[config.mk]
export PLATFORM = sky130hd
export DESIGN_NAME = dma_evt_irq
export DESIGN_NICKNAME = d
export VERILOG_FILES = /design/src/rtl/dma_evt_irq.sv
export SDC_FILE = /design/constraint.sdc
export NUM_CORES = 1
export LEC_CHECK = 0
export BUFFER_PORTS_ARGS = -buffer_cell sky130_fd_sc_hd__buf_4
export CORE_UTILIZATION = 25
export DETAILED_ROUTE_END_ITERATION = 8
export SLEW_MARGIN = 25
export SYNTH_ARGS = -nofsm -noshare
export SYNTH_HDL_FRONTEND = slang
export SYNTH_SLANG_ARGS = --single-unit
[constraint.sdc]
create_clock -name clk -period 4.63 [get_ports clk]
set_input_delay 1.389 -clock clk [delete_from_list [all_inputs] [get_ports clk]]
set_output_delay 1.389 -clock clk [all_outputs]
set_load 0.01 [all_outputs]
[src/rtl/dma_evt_irq.sv]
module dma_evt_irq #(
  parameter int ADDR_W = 12,
  parameter int CNT_W  = 8
) (
  input  logic              clk,
  input  logic              rst_n,
  input  logic              reg_wr,
  input  logic [ADDR_W-1:0] reg_addr,
  input  logic [31:0]       reg_wdata,
  output logic [31:0]       reg_rdata,
  input  logic              tx_sent_ev,
  input  logic              tx_urun_ev,
  input  logic              tx_berr_ev,
  input  logic              rx_rcvd_ev,
  input  logic              rx_ovf_ev,
  input  logic              rx_berr_ev,
  output logic              irq_o
);
  localparam logic [ADDR_W-1:0] A_TXS = ADDR_W'('h188);
  localparam logic [ADDR_W-1:0] A_RXS = ADDR_W'('h194);
  localparam logic [ADDR_W-1:0] A_MSK = ADDR_W'('h198);
  localparam logic [ADDR_W-1:0] A_SUM = ADDR_W'('h19C);
  localparam logic [CNT_W-1:0]  CNT_MAX = '1;
  localparam logic [7:0]        EN_VALID = 8'hDB;

  logic [CNT_W-1:0] tx_cnt, rx_cnt;
  logic             tx_urun, tx_berr, rx_ovf, rx_berr;
  logic [7:0]       mask_q;

  wire wr_tx  = reg_wr && (reg_addr == A_TXS);
  wire wr_rx  = reg_wr && (reg_addr == A_RXS);
  wire wr_msk = reg_wr && (reg_addr == A_MSK);

  function automatic logic [CNT_W-1:0] cnt_step(input logic [CNT_W-1:0] c,
                                                input logic ack, input logic ev);
    logic [CNT_W-1:0] n;
    n = c;
    if (ack && n != '0) n = n - 1'b1;
    if (ev && n != CNT_MAX) n = n + 1'b1;
    return n;
  endfunction

  always_ff @(posedge clk or negedge rst_n) begin
    if (!rst_n) begin
      tx_cnt  <= '0;
      rx_cnt  <= '0;
      tx_urun <= 1'b0;
      tx_berr <= 1'b0;
      rx_ovf  <= 1'b0;
      rx_berr <= 1'b0;
      mask_q  <= '0;
    end else begin
      tx_cnt  <= cnt_step(tx_cnt, wr_tx && reg_wdata[0], tx_sent_ev);
      rx_cnt  <= cnt_step(rx_cnt, wr_rx && reg_wdata[0], rx_rcvd_ev);
      tx_urun <= tx_urun_ev | (tx_urun & ~(wr_tx & reg_wdata[1]));
      tx_berr <= tx_berr_ev | (tx_berr & ~(wr_tx & reg_wdata[3]));
      rx_ovf  <= rx_ovf_ev  | (rx_ovf  & ~(wr_rx & reg_wdata[2]));
      rx_berr <= rx_berr_ev | (rx_berr & ~(wr_rx & reg_wdata[3]));
      if (wr_msk) mask_q <= reg_wdata[7:0] & EN_VALID;
    end
  end

  wire       tx_pend = |tx_cnt;
  wire       rx_pend = |rx_cnt;
  wire [7:0] evt  = {rx_berr, rx_ovf, 1'b0, rx_pend, tx_berr, 1'b0, tx_urun, tx_pend};
  wire [7:0] summ = evt & mask_q;

  assign irq_o = |summ;

  always_comb begin
    reg_rdata = '0;
    case (reg_addr)
      A_TXS: reg_rdata = {8'd0, 8'(tx_cnt), 12'd0, tx_berr, 1'b0, tx_urun, tx_pend};
      A_RXS: reg_rdata = {8'd0, 8'(rx_cnt), 12'd0, rx_berr, rx_ovf, 1'b0, rx_pend};
      A_MSK: reg_rdata = {24'd0, mask_q};
      A_SUM: reg_rdata = {24'd0, summ};
      default: reg_rdata = '0;
    endcase
  end
endmodule

==> run_results.csv, run 1 <==
group,metric,value,unit
routing,wl_per_cell,13.79,µm
routing,antenna_left,0,
logic_synthesis,yosys_warnings,0,
status,violations,"design-rule violations",
clocking,clk_latency,0.27,ns
timing,fin_skew,0.01166,ns
timing,slew_viol_final,0,
setup_path,critPathLaunchType,"primary input",
placed_design,port_buffers,43,
setup_path,cp_common_cell,"buf_4",
logic_synthesis,synth-main-ff-cell,"dfrtp_1",
clocking,cts_buffers,3,
timing,hold_viol_final,0,
setup_path,arrival,2.87,ns
die,ios,86,
setup_path,crit_required,3.24,ns
clocking,cts_buffer_depth,2,
grt,grt_overflow,0,
routing,first_pass_iters,9,
setup_path,cp-end-kind,"output port",
timing,finalCritPeriodShare,0.9201,
layout,diodes,0,
logic_synthesis,synth-seq-cells,26,
logic_synthesis,synth_edf_count,0,
die,rows,34,
grt,grt_use_total,0.1249,
power,power.density,344.9,mW/mm²
setup_path,worstSetupPathType,"primary input to output port",
power,switching_share,0.4320,
logic_synthesis,synth-async-reset-ratio,1.000,
logic_synthesis,synth_top_cell_by_area,"dfrtp_1",
clocking,ctsHtreeMaxLevel,1,
layout,fillers,932,
die,die_w,98.36,µm
power,internal_power,0.0005359,W
routing,drc,5,
grt,grt_pass1_vias,2036,
power,seq_power_share,0.424,
clocking,cts_resized,0,
power,switching_power,0.0004076,W
layout,area_growth,17.84,%
clocking,tritoncts,"done",
setup_path,path_cells,"buf_4 -> nor4bb_1 -> buf_4 -> nand3_1 -> nor3_1 -> buf_4 -> nand2_1 -> o21ai_0 -> buf_4",
setup_path,reg2reg_slack,1.53,ns
run,maxCapViolCount,0,
logic_synthesis,synth_area_leaders,"dfrtp_1 (28%), buf_4 (5.5%), o21ai_0 (3.9%), nor2_1 (3.7%), mux2i_1 (3.5%)",
setup_path,path_buf_inv,4,
timing,clock.fmax,234.7,MHz
clocking,cts_post_setup_buffers_inserted,0,
logic_synthesis,ys_seq_area_frac,0.2803,
clocking,clock-sinks,26,
logic_synthesis,postSynthCellCount,280,
placed_design,placedCellCount,423,
logic_synthesis,synthesis.area,0.002321,mm²
grt,grt_start_max_net_pins,27,
routing,dr_total_vias,2178,
power,comb_power_share,0.436,
routing,drt-initial-drc-count,104,
power,ir_worst_vdd,0.00009815,V
timing,rsz0062_at_grt,"false",
die,core-area,0.008848,mm²
layout,final_nets,376,
setup_path,path_max_fanout,10,
die,fp.dieH,98.36,µm
status,status,"finished with violations",
setup_path,slowest_stage,"nor4bb_1",
routing,via_per_inst,5.113,
timing,tightest_slew,0.5885,ns
layout,drive_gt1_frac,0.2327,
clocking,cts_root_buf,"clkbuf_8",
power,p_leak,1.117,nW
setup_path,cp_slowest_stage_delay,0.26,ns
grt,antenna_found_initial,0,
logic_synthesis,synth_top_area_frac,0.2803,
die,die_area,0.009674,mm²
timing,setup_viol,0,
clocking,path_clk_slew,0.09,ns
timing,slew_headroom,0.6069,
layout,fin_cells,426,
routing,finalWirelength,5875,µm
power,pwr-share-clk,0.140,
setup_path,cp_top_family,"buffers and inverters",
logic_synthesis,syn_avg_cell_area,8.289,µm²
min_path,hold_path_class,"register to register",
power,p_total,0.0009435,W
placed_design,place_congestion,0.8912,
logic_synthesis,ys_types,63,
die,start_util,0.2623,
timing,setup_tns,0,ns
placed_design,dp_hpwl,4626,µm
grt,grt_pass1_wl,9867,µm
clocking,hold_buffers,0,
timing,min_period,4.260,ns
==> worst reg2reg max path, delay by kind of cell, from the launching register on <==
kind | cells | cell delay (ns)
simple gates | 3 | 1.32
flops | 1 | 0.49
compound gates | 2 | 0.46
mux | 1 | 0.31
buf+inv | 1 | 0.13
fa+ha+maj | 1 | 0.27
==> power by group through the flow <==
stage	sequential (W)	clock [W]	combinational [W]
final	0.000400	0.000132	0.000411
after global routing	0.000411	0.000149	0.000468
after CTS	0.000397	0.000140	0.000409
after detailed placement	0.000401	0	0.000407
after global placement	0.000398	0	0.000401
after floorplan	0.000332	0	0.000384
==> sequential cells by signal, indices dropped and copies added, names as in the netlist <==
register and cells:
tx_urun 1, rx_ovf 1, mask_q 6, tx_cnt 8, rx_berr 1, rx_cnt 8
tx_berr 1
==> per-layer routing <==
metal,up-vias,global-route usage,routed length [µm]
met4,0,0.03330,73
met2,49,0.2151,2876
met1,1035,0.1623,2704
li1,1088,-,-
met5,-,0,0
met3,6,0.01933,221
==> through the flow <==
stage | hold slack [ns] | utilization | instance area, µm² | worst slack, ns
5_1_grt | 0.5499 | 0.3091 | 2735 | 0.3052
3_5_place_dp | 0.5111 | 0.3044 | 2694 | 0.3597
3_3_place_gp | 0.5080 | 0.3044 | 2694 | 0.3596
6_report | 0.5322 | 0.3091 | 2735 | 0.3697
2_1_floorplan | 0.4803 | - | 2381 | 0.4403
4_1_cts | 0.5332 | 0.3091 | 2735 | 0.3487
==> synthesized netlist by cell type (all sizes together), types with 2 or more instances <==
| library cell | instances |
|---|---|
| a211oi | 5 |
| a21boi | 2 |
| a21o | 5 |
| a21oi | 13 |
| a22o | 6 |
| a22oi | 3 |
| a31oi | 4 |
| and2 | 6 |
| and4 | 2 |
| and4bb | 2 |
| buf | 22 |
| clkbuf | 6 |
| dfrtp | 26 |
| ha | 3 |
| inv | 13 |
| mux2 | 8 |
| mux2i | 8 |
| nand2 | 16 |
| nand2b | 2 |
| nand3 | 9 |
| nand4 | 6 |
| nor2 | 23 |
| nor3 | 11 |
| nor3b | 2 |
| nor4 | 7 |
| nor4bb | 2 |
| o21ai | 20 |
| o311ai | 2 |
| o31ai | 3 |
| or2 | 5 |
| or3 | 7 |
| or3b | 2 |
| or4 | 4 |
| xnor2 | 6 |
==> final cells by class <==
class	instances	area [µm²]	share of cell area
Sequential cell	26	650.6	0.2379
Clock buffer	3	41.29	0.01510
Timing Repair Buffer	47	352.8	0.1290
Tap cell	108	135.1	0.04941
Inverter	13	48.80	0.01784
Multi-Input combinational cell	229	1506	0.5508
==> layout by cell type (no fill, tap or decap), types with 2 or more instances in the layout <==
master and count:
nand2b_1 2, o311ai_0 2, conb_1 17, nand3_1 9, a22oi_1 2, a211oi_1 5
o21ai_1 2, inv_1 13, nor4bb_1 2, o31ai_1 3, a21o_1 5, nand4_1 5
mux2_2 7, buf_4 47, a31oi_1 4, or2_2 5, o21ai_0 18, ha_1 3
a21boi_0 2, dfrtp_1 26, nand2_1 15, and2_1 6, or3_1 6, or4_1 3
nor3b_1 2, nor3_1 10, mux2i_1 8, and4bb_2 2, nor2_1 23, a21oi_1 13
a22o_1 6, nor4_1 7, xnor2_1 6, clkbuf_8 3, and4_1 2
==> kinds of logic (layout without fill, tap and decap cells) <==
family	count (synthesis)	count (layout)	synth area share
compound gates	75	75	0.2210
xor+xnor	7	7	0.02642
fa+ha+maj	3	3	0.01617
buf+inv	41	63	0.09649
flops	26	26	0.2803
mux	16	16	0.07493
other cells	1	17	0.001616
simple gates	111	111	0.2830
==> path summary, 6_finish.rpt <==
path,to,cells past startpoint,from
setup / recovery,reg_rdata[17],9,reg_addr[6]
hold / removal,rx_ovf,1,rx_ovf
setup reg to reg,tx_cnt[6],8,tx_cnt[0]
hold reg to reg,rx_ovf,1,rx_ovf
max in group asynchronous,tx_urun,1,rst_n
min in group asynchronous,rx_cnt[7],1,rst_n
No activity file was read; power rests on OpenSTA's default activity.
==> inputs of run 2 (changes only) <==
Settings changed: PLACE_DENSITY from default to 0.46.
==> run_results.csv, run 2 (same netlist as run 1, synthesis figures left out) <==
group,metric,value,unit
placed_design,dp_hpwl,4956,µm
die,fp.dieH,98.36,µm
run,maxCapViolCount,0,
grt,grt_pass1_vias,2108,
power,p_leak,1.128,nW
setup_path,critPathLaunchType,"primary input",
die,start_util,0.2623,
clocking,tritoncts,"done",
routing,wl_met1,2871,µm
min_path,hold_end,"rx_ovf",
layout,final_common_cell,"buf_4",
clocking,cts_buffers,3,
die,core-area,0.008848,mm²
layout,seq_area,650.6,µm²
layout,drive_gt1_frac,0.2375,
grt,antenna_found_initial,0,
timing,hold_viol_final,0,
timing,tightest_slew,0.6521,ns
routing,top_layer_used,"met4",
layout,fin_cells,428,
routing,dr_total_vias,2183,
timing,finalCritPeriodShare,0.9285,
routing,drc,0,
timing,slew_viol_final,0,
placed_design,placed_cell_area,0.002709,mm²
timing,setup_viol,0,
timing,fin_skew,0.002491,ns
min_path,holdPathStages,1,
layout,reg_top3,"rx_cnt: 8 flops, tx_cnt: 8 flops, mask_q: 6 flops",
min_path,hp-start,"rx_ovf",
routing,finalWirelength,6251,µm
placed_design,place_congestion,0.7913,
setup_path,reg2reg_slack,1.54,ns
clocking,clock-sinks,26,
setup_path,path_max_fanout,10,
routing,wl_per_cell,14.61,µm
routing,via_per_inst,5.100,
layout,fin_area,0.002750,mm²
clocking,cts_buffer_depth,2,
grt,grt_use_total,0.1307,
routing,met2_length,3158,µm
die,ios,86,
clocking,hold_buffers,0,
timing,clock.fmax,232.6,MHz
routing,met3_length,193,µm
grt,grt_start_max_net_pins,27,
routing,antenna_left,0,
clocking,clk_latency,0.27,ns
min_path,hold_path_class,"register to register",
die,die_area,0.009674,mm²
power,power.density,343.6,mW/mm²
layout,fin_util,0.3108,
clocking,ctsHtreeMaxLevel,1,
clocking,cts_resized,0,
grt,grt_pass1_wl,10360,µm
setup_path,crit_required,3.24,ns
layout,final_nets,378,
clocking,path_clk_slew,0.09,ns
routing,first_pass_iters,6,
setup_path,r2r_end,"tx_cnt[6]",
layout,final_cell_mix,"buf_4 (49), dfrtp_1 (26), nor2_1 (23)",
die,rows,34,
timing,rsz0062_at_grt,"false",
status,status,"complete, no violations",
timing,setup_tns,0,ns
setup_path,cp-end-kind,"output port",
setup_path,worstSetupPathType,"primary input to output port",
layout,fillers,949,
grt,grt_overflow,0,
layout,diodes,0,
timing,min_period,4.299,ns
layout,multi_input_area,0.001506,mm²
setup_path,arrival,2.91,ns
layout,area_growth,18.49,%
clocking,cts_post_setup_buffers_inserted,0,
placed_design,port_buffers,43,
timing,slew_headroom,0.5644,
setup_path,reg2reg_from,"tx_cnt[0]",
setup_path,rr_worst_depth,8,
clocking,cts_root_buf,"clkbuf_8",
routing,drt-initial-drc-count,93,
placed_design,placedCellCount,425,
die,die_w,98.36,µm
power,ir_worst_vdd,0.0001523,V
==> run 2: cell count changes in the layout (fill, tap and decap cells not counted) <==
| cell | previous run | this run |
|---|---|---|
| buf_4 | 47 | 49 |
==> run 2: worst max-delay path by stage <==
stage / startpoint / to / slack (ns)
global placement: reg_addr[6] / reg_rdata[17] / 0.27
global route: reg_addr[6] / reg_rdata[17] / 0.22
detailed placement: reg_addr[6] / reg_rdata[17] / 0.30
finish: reg_addr[6] / reg_rdata[17] / 0.33
floorplan: reg_addr[6] / reg_rdata[18] / 0.44
CTS: reg_addr[6] / reg_rdata[17] / 0.29
==> run 2: cell type report <==
cell class	instances	area share
repair buffers	49	0.1338
multi-input cells	229	0.5478
clock buffers	3	0.01501
flip-flops and latches	26	0.2366
inverters	13	0.01774
well taps	108	0.04914
==> run 2: layer usage <==
metal | GRT usage | vias up
met3 | 0.02076 | 2
met2 | 0.2291 | 38
li1 | - | 1095
met1 | 0.1739 | 1048
met5 | 0 | -
met4 | 0.01493 | 0
==> run 2: power by group <==
group	switching [W]	internal (W)	total [W]
clock	0.0000747	0.0000584	0.000133
sequential	0.000119	0.000284	0.000403
combinational	0.000214	0.000194	0.000409
==> run 2: per-stage QoR <==
stage,power [W],setup WS [ns],hold WS [ns]
after detailed placement,0.0008166,0.2981,0.5088
after global routing,0.001026,0.2243,0.5606
after floorplan,0.0007160,0.4403,0.4803
final,0.0009449,0.3309,0.5349
after global placement,0.0008171,0.2692,0.5162
after CTS,0.0009542,0.2857,0.5313
==> run 2: critical path, cell delays in order <==
cell and delay (ns):
buf_4 0.11, nor4bb_1 0.30, buf_4 0.21, nand3_1 0.15
nor3_1 0.17, buf_4 0.19, nand2_1 0.07, o21ai_0 0.13
buf_4 0.17
==> inputs of run 3 (changes only) <==
Settings changed: CAP_MARGIN from default to 20.
Clock period 4.63 ns to 4 ns, I/O delays scaled along.
==> run_results.csv, run 3 (same netlist as run 1, synthesis figures left out) <==
group,metric,value,unit
die,ios,86,
layout,fin_cells,436,
setup_path,critPathCapture,"reg_rdata[17]",
timing,tightest_slew,0.6226,ns
clocking,clk_latency,0.27,ns
routing,wl_met1,2925,µm
clocking,cts_buffers,3,
timing,fin_skew,0.002447,ns
layout,final_cell_mix,"buf_4 (57), dfrtp_1 (26), nor2_1 (23)",
grt,grt_pass1_wl,10470,µm
timing,rsz0062_at_grt,"false",
routing,met2_length,3315,µm
setup_path,reg2reg_slack,0.95,ns
timing,clock.fmax,263.3,MHz
run,maxCapViolCount,0,
setup_path,cp_slowest_stage_delay,0.42,ns
timing,slew_viol_final,0,
setup_path,r2r_end,"tx_cnt[6]",
routing,first_pass_iters,6,
routing,met3_length,166,µm
timing,min_period,3.798,ns
layout,drive_gt1_frac,0.2591,
power,switching_share,0.4362,
setup_path,path_buf_inv,3,
timing,fin_ws,0.2020,ns
power,ir_worst_vdd,0.0001791,V
min_path,hold_path_class,"register to register",
layout,reg_top3,"rx_cnt: 8 flops, tx_cnt: 8 flops, mask_q: 6 flops",
routing,wl_per_cell,14.75,µm
setup_path,path_cells,"buf_4 -> nor4b_4 -> nand3_1 -> nor3_1 -> buf_4 -> nand2_1 -> o21ai_0 -> buf_4",
die,die_area,0.009674,mm²
clocking,tritoncts,"done",
placed_design,post-place-ws,0.1070,ns
power,seq_power_share,0.425,
grt,antenna_found_initial,0,
layout,final_common_cell,"buf_4",
timing,hold_viol_final,0,
clocking,ctsHtreeMaxLevel,1,
routing,antenna_left,0,
clocking,cts_buffer_depth,2,
placed_design,port_buffers,43,
power,power.density,392.5,mW/mm²
setup_path,cp.depth,8,
routing,via_per_inst,5.023,
placed_design,dp_hpwl,5061,µm
timing,setup_tns,0,ns
routing,top_layer_used,"met4",
power,switching_power,0.0004823,W
clocking,clock-sinks,26,
timing,finalCritPeriodShare,0.9495,
layout,area_growth,21.35,%
power,pwr-share-clk,0.139,
grt,grt_use_total,0.1348,
setup_path,cp-end-kind,"output port",
setup_path,cp-startpoint,"reg_addr[5]",
routing,drt-initial-drc-count,94,
die,fp.dieH,98.36,µm
placed_design,placedCellCount,431,
routing,dr_total_vias,2190,
setup_path,critPathLaunchType,"primary input",
status,status,"complete, no violations",
clocking,cts_root_buf,"clkbuf_8",
clocking,path_clk_slew,0.09,ns
grt,grt_pass1_vias,2154,
die,core-area,0.008848,mm²
die,rows,34,
routing,finalWirelength,6432,µm
setup_path,reg2reg_from,"tx_cnt[0]",
setup_path,arrival,2.60,ns
timing,setup_viol,0,
power,internal_power,0.0006233,W
setup_path,path_max_fanout,10,
setup_path,cp_top_family,"simple AND/OR/NAND/NOR gates",
setup_path,slowest_stage,"nor4b_4",
layout,final_nets,386,
setup_path,crit_required,2.80,ns
die,die_w,98.36,µm
layout,diodes,0,
timing,slew_headroom,0.5804,
placed_design,place_congestion,0.7875,
grt,grt_overflow,0,
power,comb_power_share,0.436,
setup_path,rr_worst_depth,8,
power,p_leak,1.169,nW
grt,grt_start_max_net_pins,27,
die,start_util,0.2623,
setup_path,worstSetupPathType,"primary input to output port",
routing,drc,0,
setup_path,cp_common_cell,"buf_4",
-- run 3: layout make-up --
class	instances	area (µm²)
inverters	13	48.80
fillers	956	6032
multi-input cells	229	1513
repair buffers	57	427.9
well taps	108	135.1
flip-flops and latches	26	650.6
clock buffers	3	41.29
-- run 3: metrics by stage --
stage	hold WS [ns]	utilization	total power, W	cell area [µm²]
after CTS	0.5467	0.3159	0.001111	2795
after global placement	0.5174	0.3112	0.0009486	2754
after floorplan	0.4803	-	0.0008288	2381
after global routing	0.5709	0.3183	0.001204	2816
after detailed placement	0.5232	0.3112	0.0009487	2754
final	0.5412	0.3183	0.001106	2816
-- run 3: power groups by stage --
| stage | Sequential, W | Combinational (W) | Clock (W) |
|---|---|---|---|
| 2_1_floorplan | 0.000384 | 0.000445 | 0 |
| 3_3_place_gp | 0.000474 | 0.000475 | 0 |
| 3_5_place_dp | 0.000472 | 0.000476 | 0 |
| 4_1_cts | 0.000466 | 0.000481 | 0.000164 |
| 5_1_grt | 0.000485 | 0.000547 | 0.000172 |
| 6_report | 0.000470 | 0.000482 | 0.000154 |
-- run 3: worst min-delay path by stage --
stage,startpoint,endpoint,slack (ns),cells after the start
after global routing,rx_ovf,rx_ovf,0.57,1
after detailed placement,rx_berr,rx_berr,0.52,1
after global placement,rx_berr,rx_berr,0.52,1
final,mask_q[7],mask_q[7],0.54,1
after CTS,rx_berr,rx_berr,0.55,1
after floorplan,rx_ovf,rx_ovf,0.48,1
-- run 3: worst reg2reg max path, stage by stage (launching register included) --
cell      delay (ns)
dfrtp_1         0.49
inv_1           0.13
ha_1            0.27
or3b_4          0.44
or3_1           0.41
a211oi_1        0.27
o21ai_1         0.18
or3b_1          0.45
mux2_4          0.31
-- run 3: layer usage --
metal | up-vias | global-route usage
met1 | 1048 | 0.1669
met3 | 2 | 0.02076
li1 | 1105 | -
met5 | - | 0
met2 | 35 | 0.2514
met4 | 0 | 0.01722
-- run 3: what timing repair did --
action                                  4_1_cts  5_1_grt
buffers inserted                              0        2
hold buffers                                  0        0
gates resized for setup                       0        1
endpoints found under the setup margin        0        2
